### src/rtl/scope_cap_pkg.sv
package scope_cap_pkg;
  typedef enum logic [1:0] {
    CAP_IDLE = 2'd0,
    CAP_FILL = 2'd1,
    CAP_POST = 2'd2,
    CAP_DONE = 2'd3
  } cap_state_t;
endpackage

### src/rtl/ring_addr_ctr.sv
module ring_addr_ctr #(
  parameter int AW = 10
) (
  input  logic          clk,
  input  logic          rst,
  input  logic          clr,
  input  logic          inc,
  output logic [AW-1:0] q
);
  always_ff @(posedge clk) begin
    if (rst || clr) q <= '0;
    else if (inc)   q <= q + 1'b1;
  end

  p_ring_step_r2: assert property (@(posedge clk) disable iff (rst)
    (inc && !clr) |=> (q == $past(q) + 1'b1));
  p_ring_clear_r9: assert property (@(posedge clk) disable iff (rst)
    clr |=> (q == '0));
endmodule

### src/rtl/pretrig_fill_ctr.sv
module pretrig_fill_ctr #(
  parameter int AW = 10
) (
  input  logic          clk,
  input  logic          rst,
  input  logic          clr,
  input  logic          inc,
  input  logic [AW-1:0] depth,
  output logic          ready
);
  localparam logic [AW-1:0] FULL = {AW{1'b1}};
  logic [AW-1:0] cnt;

  always_ff @(posedge clk) begin
    if (rst || clr)           cnt <= '0;
    else if (inc && cnt != FULL) cnt <= cnt + 1'b1;
  end

  assign ready = (cnt >= depth);

  p_fill_sat_r4: assert property (@(posedge clk) disable iff (rst)
    (cnt == FULL && !clr) |=> (cnt == FULL));
endmodule

### src/rtl/post_trig_ctr.sv
module post_trig_ctr #(
  parameter int AW = 10
) (
  input  logic          clk,
  input  logic          rst,
  input  logic          load,
  input  logic [AW-1:0] load_val,
  input  logic          inc,
  output logic          hit
);
  localparam logic [AW-1:0] LAST = {AW{1'b1}};
  logic [AW-1:0] cnt;

  always_ff @(posedge clk) begin
    if (rst)        cnt <= '0;
    else if (load)  cnt <= load_val + {{(AW-1){1'b0}}, inc};
    else if (inc)   cnt <= cnt + 1'b1;
  end

  always_comb begin
    if (load) hit = inc && (load_val == LAST);
    else      hit = inc && (cnt == LAST);
  end

  p_post_step_r5: assert property (@(posedge clk) disable iff (rst)
    (inc && !load && !hit) |=> (cnt == $past(cnt) + 1'b1));
endmodule

### src/rtl/pretrig_capture_ctrl.sv
module pretrig_capture_ctrl
  import scope_cap_pkg::*;
#(
  parameter int DEPTH = 1024,
  parameter int AW    = $clog2(DEPTH)
) (
  input  logic          clk,
  input  logic          rst,
  input  logic          arm_i,
  input  logic          sample_vld_i,
  input  logic          trig_i,
  input  logic [AW-1:0] pre_depth_i,
  output logic          wr_en_o,
  output logic [AW-1:0] wr_addr_o,
  output logic          done_o,
  output logic [AW-1:0] rd_start_o
);
  cap_state_t    state, state_nx;
  logic [AW-1:0] ring;
  logic          fill_ready, post_hit;
  logic          wr, fill_inc, post_load, post_inc;

  always_comb begin
    state_nx  = state;
    wr        = 1'b0;
    fill_inc  = 1'b0;
    post_load = 1'b0;
    post_inc  = 1'b0;
    if (arm_i) begin
      state_nx = CAP_FILL;
    end else begin
      case (state)
        CAP_FILL: begin
          wr       = sample_vld_i;
          fill_inc = sample_vld_i;
          if (trig_i && fill_ready) begin
            post_load = 1'b1;
            post_inc  = sample_vld_i;
            state_nx  = post_hit ? CAP_DONE : CAP_POST;
          end
        end
        CAP_POST: begin
          wr       = sample_vld_i;
          post_inc = sample_vld_i;
          if (post_hit) state_nx = CAP_DONE;
        end
        default: state_nx = state;
      endcase
    end
  end

  ring_addr_ctr #(.AW(AW)) u_ring (
    .clk(clk), .rst(rst), .clr(arm_i), .inc(wr), .q(ring)
  );

  pretrig_fill_ctr #(.AW(AW)) u_fill (
    .clk(clk), .rst(rst), .clr(arm_i), .inc(fill_inc),
    .depth(pre_depth_i), .ready(fill_ready)
  );

  post_trig_ctr #(.AW(AW)) u_post (
    .clk(clk), .rst(rst), .load(post_load), .load_val(pre_depth_i),
    .inc(post_inc), .hit(post_hit)
  );

  always_ff @(posedge clk) begin
    if (rst) begin
      state      <= CAP_IDLE;
      wr_en_o    <= 1'b0;
      wr_addr_o  <= '0;
      done_o     <= 1'b0;
      rd_start_o <= '0;
    end else begin
      state   <= state_nx;
      wr_en_o <= wr;
      if (wr) wr_addr_o <= ring;
      done_o  <= !arm_i && (state == CAP_DONE);
      if (!arm_i && state == CAP_DONE) rd_start_o <= ring;
    end
  end

  p_no_wr_when_done_r8: assert property (@(posedge clk) disable iff (rst)
    done_o |-> !wr_en_o);
  p_done_hold_r8: assert property (@(posedge clk) disable iff (rst)
    (done_o && !arm_i) |=> done_o);
  p_rd_start_stable_r8: assert property (@(posedge clk) disable iff (rst)
    (done_o && !arm_i) |=> $stable(rd_start_o));
  p_idle_quiet_r3: assert property (@(posedge clk) disable iff (rst)
    (state == CAP_IDLE) |=> !wr_en_o);
  p_arm_clears_r9: assert property (@(posedge clk) disable iff (rst)
    arm_i |=> (!done_o && !wr_en_o));
endmodule

### config.mk
export PLATFORM = sky130hd
export DESIGN_NAME = pretrig_capture_ctrl
export DESIGN_NICKNAME = d
export VERILOG_FILES = /design/src/rtl/scope_cap_pkg.sv /design/src/rtl/ring_addr_ctr.sv /design/src/rtl/pretrig_fill_ctr.sv /design/src/rtl/post_trig_ctr.sv /design/src/rtl/pretrig_capture_ctrl.sv
export SDC_FILE = /design/constraint.sdc
export NUM_CORES = 1
export LEC_CHECK = 0
export ABC_AREA = 1
export BUFFER_PORTS_ARGS = -buffer_cell sky130_fd_sc_hd__buf_4
export CAP_MARGIN = 20
export CELL_PAD_IN_SITES_DETAIL_PLACEMENT = 2
export CELL_PAD_IN_SITES_GLOBAL_PLACEMENT = 2
export CORE_ASPECT_RATIO = 1.5
export CORE_MARGIN = 8
export CORE_UTILIZATION = 35
export DETAILED_ROUTE_END_ITERATION = 10
export PLACE_DENSITY = 0.87
export SYNTH_ARGS = -nofsm -noshare
export SYNTH_HDL_FRONTEND = slang
export SYNTH_HIERARCHICAL = 1
export SYNTH_SLANG_ARGS = --single-unit
### constraint.sdc
create_clock -name clk -period 5 [get_ports clk]
set_input_delay 0.5 -clock clk [delete_from_list [all_inputs] [get_ports clk]]
set_output_delay 0.5 -clock clk [all_outputs]
set_load 0.1 [all_outputs]
## Word level (Yosys, flattened, before mapping)

Index checks and enable logic that the tools add are counted.

| storage, ports and cells | value |
|---|---|
| bits in registers | 54 |
| input port bits | 15 |
| output and inout bits | 22 |
| logic and storage cells | 56 |

| cells by class | value |
|---|---|
| $add $sub $neg | 4 |
| order comparisons | 1 |
| equal/unequal tests | 10 |
| mux-type cells | 18 |
| reduce and logical (&&, ||, !) cells | 14 |

Operator list:

| operator | number |
|---|---|
| $add 10x1->10 const B | 3 |
| $eq 10x10->1 const B | 2 |
| $mux 10 | 2 |
| $mux 1 | 12 |
| $add 10x1->10 | 1 |
| $ge 10x10->1 | 1 |
| $ne 10x10->1 const B | 1 |
| $ne 3x3->1 const B | 2 |
| $reduce_and 3->1 | 2 |
| $logic_and 1x1->1 | 5 |
| $eq 2x2->1 const B | 2 |
| $mux 2 | 2 |
| $ne 2x2->1 const B | 2 |
| $pmux 2 s2 | 1 |
| $reduce_bool 2->1 | 2 |
| $reduce_or 2->1 | 2 |
| $reduce_bool 3->1 | 1 |
| $eq 2x1->1 const B | 1 |
| $pmux 1 s2 | 1 |
| $logic_not 1->1 | 1 |
| $logic_or 1x1->1 | 1 |

## Longest topological paths before layout

| logic depth | value |
|---|---|
| depth in word-level cells | 11 |
| depth in mapped cells | 19 |
| depth with buffers taken out | 18 |

## Modules after synthesis

Netlist, hierarchy kept.

Modules (own cells, without submodules):

| module | instances | cells an instance | area each (um^2) | sequential area each (um^2) |
|---|---|---|---|---|
| pretrig_capture_ctrl | 1 | 126 | 1,024.7 | 480.5 |
| post_trig_ctr | 1 | 143 | 863.3 | 200.2 |
| pretrig_fill_ctr | 1 | 129 | 838.3 | 200.2 |
| ring_addr_ctr | 1 | 67 | 466.7 | 200.2 |

## Worst setup path after synthesis

Ideal clock, no wire load.

| timing path | value |
|---|---|
| path type | in2reg |
| start | input pre_depth_i[9] |
| end | register u_post.cnt[8] |
| library setup time | 0.117 ns |
| data arrival time | 2.561 ns |
| data required time | 4.883 ns |
| setup slack | 2.322 ns |
| stages on the path | 17 |
| path buffers | 0 |
| path through | inv_1 > ha_1 > nand2_1 > nor2_1 > nand3_1 > nand3_1 > nand3_1 > a21oi_1 > ha_1 > ha_1 > nand3_1 > inv_1 > nand2_1 > nand2_1 > nand3_1 > nand3_1 > a21oi_1 |

| on the way | value |
|---|---|
| longest elaborated chain between the ends | 7 |
| elaborated cells between the ends (all ways) | 11 |
| classes of those cells | add/sub (1); order compare (1); mux (7); reduce/logical (2) |

RTL lines:

| item | line | source |
|---|---|---|
| start: declaration | pretrig_capture_ctrl.sv:12 | `input logic [AW-1:0] pre_depth_i,` |
| $ge 10x10->1 (*) | pretrig_fill_ctr.sv:19 | `assign ready = (cnt >= depth);` |
| named net fill_ready | pretrig_capture_ctrl.sv:20 | `logic fill_ready, post_hit;` |
| $logic_and 1x1->1 (*) | pretrig_capture_ctrl.sv:36 | `if (trig_i && fill_ready) begin` |
| $mux 1 (*) | pretrig_capture_ctrl.sv:36 |  |
| $pmux 1 s2 (*) | pretrig_capture_ctrl.sv:32 | `case (state)` |
| $mux 1 (*) | pretrig_capture_ctrl.sv:29 | `if (arm_i) begin` |
| named net post_inc | pretrig_capture_ctrl.sv:21 | `logic wr, fill_inc, post_load, post_inc;` |
| $add 10x1->10 | post_trig_ctr.sv:16 | `else if (load) cnt <= load_val + {{(AW-1){1'b0}}, inc};` |
| $mux 10 | post_trig_ctr.sv:16 |  |
| end signal: assignment | post_trig_ctr.sv:16 |  |
| end signal: assignment | post_trig_ctr.sv:17 | `else if (inc) cnt <= cnt + 1'b1;` |
| end: declaration | post_trig_ctr.sv:12 | `logic [AW-1:0] cnt;` |

Mark *: on every way through the listed nets, which the timed path passes. The rest lies on a longest branch.
A chain may end at the register's enable or synchronous reset.

## Worst setup path in the final report

| timing path | value |
|---|---|
| start | register u_fill.cnt[5] |
| end | register state[0] |

| on the way | value |
|---|---|
| elaborated cells between the ends (all ways) | 18 |
| classes of those cells | order compare (1); eq/ne (2); mux (11); reduce/logical (4) |

RTL lines:

| item | line | source |
|---|---|---|
| start: declaration | pretrig_fill_ctr.sv:12 | `logic [AW-1:0] cnt;` |
| start signal: assignment | pretrig_fill_ctr.sv:16 | `else if (inc && cnt != FULL) cnt <= cnt + 1'b1;` |
| $ge 10x10->1 (*) | pretrig_fill_ctr.sv:19 |  |
| named net fill_ready | pretrig_capture_ctrl.sv:20 |  |
| $logic_and 1x1->1 (*) | pretrig_capture_ctrl.sv:36 |  |
| $mux 1 (*) | pretrig_capture_ctrl.sv:36 |  |
| $mux 1 (*) | pretrig_capture_ctrl.sv:32 |  |
| $mux 1 (*) | pretrig_capture_ctrl.sv:29 |  |
| named net post_load | pretrig_capture_ctrl.sv:21 |  |
| $mux 1 (*) | post_trig_ctr.sv:21 | `if (load) hit = inc && (load_val == LAST);` |
| named net post_hit | pretrig_capture_ctrl.sv:20 |  |
| $mux 1 | pretrig_capture_ctrl.sv:39 | `state_nx = post_hit ? CAP_DONE : CAP_POST;` |
| $mux 2 | pretrig_capture_ctrl.sv:36 |  |
| $pmux 2 s2 | pretrig_capture_ctrl.sv:32 |  |
| $mux 1 | pretrig_capture_ctrl.sv:29 |  |
| end signal: assignment | pretrig_capture_ctrl.sv:74 | `state <= state_nx;` |
| end: declaration | pretrig_capture_ctrl.sv:18 | `cap_state_t state, state_nx;` |

Mark *: on every way through the listed nets, which the timed path passes. The rest lies on a longest branch. The select of a mux whose other input is x is not followed.

==> flow_metrics.py <==
metrics = {
    "route": {
        "wire_per_inst_um": 18.0,
        "viasPerCell": 5.30,
        "drc": 0,
        "final_antenna_net_count": 0,
        "first_iter_violations": 178,
        "drt-total-wl_mm": 11.0,
        "dr.pass1.iters": 4,
        "routed-via-count": 3239,
    },
    "clock_tree": {
        "path_clk_slew_ps": 70,
        "clock_sinks": 54,
        "root_buffer": "clkbuf_16",
        "cts_max_path_buffers": 2,
        "cts_htree_levels": 2,
        "cts-resized-gates": 0,
        "cts_buffers": 5,
        "post-cts-setup-buffer-count": 0,
        "insertion_delay_ps": 290,
        "cts_hold_buf": 0,
        "cts_tree": "done",
    },
    "synthesis": {
        "syn_inst": 465,
        "syn-cell-area_um2": 3190,
        "ys_dominant_reg_cell": "dfxtp_1",
        "ys_ff_latch": 54,
        "synth_edf_count": 0,
        "synthArstFlopShare_pct": 0,
        "synth_top_area_share_pct": 33.9,
        "synth.most_common_cell": "nand2_1",
        "ys_seq_area_share_pct": 33.9,
        "synth_top_area_cell": "dfxtp_1",
        "synth_fp_nets": 498,
        "ys_top_cells_by_area": "dfxtp_1, nand2_1, nor2_1, ha_1, nand3_1",
        "synthDistinctLibCells": 30,
        "syn-mean-instance-area_um2": 6.87,
        "ys_warn_count": 6,
        "synthTopCellsByCount": "nand2_1, nor2_1, dfxtp_1",
    },
    "worst_setup_path": {
        "crit-reg2reg-launch": "u_fill/cnt[5]",
        "r2r_cells": 16,
        "cp_max_fo": 14,
        "worst_ep_required_time_ps": 5170,
        "cp.arrival_ps": 3310,
        "crit_path_start_kind": "flip-flop",
        "crit_cells": 16,
        "crit_start": "u_fill/cnt[5]",
        "critPathKind": "flip-flop to flip-flop",
        "worstPathCellList": "ha_1, a21oi_1, o21ai_0, nand2_1, nand3_1, nand3_1, nor2_1, buf_4, inv_1, nand2_1, o21ai_0, nor2_1, nand2_1, nand3_1, nand2_1, a21oi_1",
        "critical_path.top_delay_family": "simple AND/OR/NAND/NOR gates",
        "critPathCaptureType": "flip-flop",
        "r2r_setup_slack_ps": 1860,
        "crit_top_cell": "nand2_1",
        "crit_path_end": "state[0]",
        "r2r-end": "state[0]",
        "critPathBufInv": 2,
        "slowest_delay_ps": 490,
        "crit_slowest_cell": "dfxtp_1",
    },
    "floorplan": {
        "die_x_um": 94.0,
        "io_pins": 37,
        "die_h_um": 133,
        "initial_core_util_pct": 36.2,
        "rows": 42,
        "dieArea_um2": 12500,
        "coreArea_um2": 8830,
    },
    "timing": {
        "slew_headroom_pct": 54.1,
        "fin_worst_skew_ps": 5.64,
        "maxSlewViolCount": 0,
        "setup_tns_ps": 0,
        "timing.final.crit_share_pct": 62.8,
        "min_period_ps": 3140,
        "hold_slack_ps": 483,
        "tightest_slew_ps": 686,
        "rsz0062_at_grt": "false",
        "setup-violations-final": 0,
        "hold_viol_final": 0,
        "fmax_mhz": 318,
    },
    "place": {
        "portBuffers": 36,
        "gp_congestion": 0.805,
        "dp_hpwl_mm": 8.07,
    },
    "final_layout": {
        "syn_to_final_growth_pct": 15.9,
        "layout-drive-gt1-share_pct": 17.2,
        "final_nets": 533,
        "ff_latch_area_um2": 1080,
        "fillerInstances": 1089,
        "diodes": 0,
        "multiInputGateArea_um2": 1820,
    },
    "hold_path": {
        "hold_path.class": "flip-flop to flip-flop",
    },
    "status": {
        "outcome": "finished, final reports clean",
    },
    "global_route": {
        "grt_pass1_vias": 3610,
        "antenna_found_initial": 0,
        "grt_pass1_wl_mm": 18.4,
        "grt_max_degree": 23,
        "track_usage_pct": 18.6,
        "overflow": 0,
    },
    "pwr": {
        "finalPower_mw": 0.888,
        "leakage_nw": 1.51,
        "peakVddDrop_mv": 0.170,
        "powerDensity_nw_per_um2": 240,
    },
    "flow_run": {
        "drv_cap": 0,
    },
}
power breakdown:
group          total [mW]  switching [mW]  internal [mW]
Clock               0.395           0.158          0.237
Combinational      0.0603          0.0405         0.0198
Sequential          0.432         0.00128          0.431
flip-flops by register name (all words and copies together) (netlist names):
| register | flops |
|---|---|
| wr_en_o | 1 |
| u_fill/cnt | 10 |
| rd_start_o | 10 |
| state | 2 |
| u_post/cnt | 10 |
| u_ring/q | 10 |
| done_o | 1 |
| wr_addr_o | 10 |
worst min path at each step:
stage,from,endpoint,cells after the start
4_1_cts,wr_addr_o[4],wr_addr_o[4],2
5_1_grt,wr_addr_o[5],wr_addr_o[5],2
6_report,wr_addr_o[5],wr_addr_o[5],2
2_1_floorplan,u_post/cnt[8],u_post/cnt[8],2
3_3_place_gp,wr_addr_o[4],wr_addr_o[4],2
3_5_place_dp,wr_addr_o[5],wr_addr_o[5],2
logic make-up after synthesis:
logic type / synth area share, %
AO/OA/AOI/OAI: 12.9
XOR/XNOR: 0.549
adder cells (fa/ha/maj): 7.05
buffers and inverters: 9.09
flip-flops: 33.9
AND/OR/NAND/NOR: 36.5
per-layer routing:
metal  track usage [%]  up-vias  wire length, um  part of all wire, %
li1                  -     1567                -                    -
met1              19.0     1611             4300                   39
met2              35.1       45             6130                   56
met3              3.23       16              290                  2.6
met4              7.53        0              291                  2.6
met5                 0        -                0                    0
cells in the final DEF (no fill, tap or decap):
cell	Yosys	final
nand2_2	13	13
clkbuf_16	0	5
nand2_1	101	101
nor4_1	1	1
ha_1	18	18
a31oi_1	1	1
a21oi_2	10	10
nor2_4	8	8
nand2_4	1	1
nand3_2	2	2
nand3_1	42	42
nand4_1	6	6
nor3_1	4	4
o21ai_1	4	4
clkbuf_1	1	2
o31ai_1	1	1
or2_2	1	1
a21oi_1	31	31
nand3b_1	1	1
o211ai_1	3	3
nor2_1	69	69
o32ai_1	1	1
inv_1	53	53
xnor2_1	2	2
o21ai_0	21	21
buf_4	0	37
dfxtp_1	54	54
bufinv_16	0	1
nand3_4	1	1
inv_2	6	6
nor2_8	1	1
per-stage QoR:
stage               std cells  instance area, um2  setup slack [ps]  util (%)
floorplan                 465                3190              2320         -
global placement          603                3540              1890      40.1
detailed placement        603                3540              1660      40.1
CTS                       611                3700              1830      41.9
global route              611                3700              1510      41.9
finish                    611                3700              1860      41.9
worst register-to-register path, cell delays in order, from the launching register on:
cell and delay [ps]:
dfxtp_1 490, ha_1 310, a21oi_1 150, o21ai_0 90, nand2_1 70, nand3_1 110, nand3_1 130, nor2_1 50
buf_4 190, inv_1 310, nand2_1 190, o21ai_0 480, nor2_1 100, nand2_1 110, nand3_1 110, nand2_1 70
a21oi_1 60
cell type report:
class	count	area share, %
well taps	110	3.72
flip-flops and latches	54	29.2
multi-input cells	343	49.2
clock inverters	1	0.811
repair buffers	37	7.50
clock buffers	7	3.58
inverters	59	5.98
(Power assumes the default switching activity.)
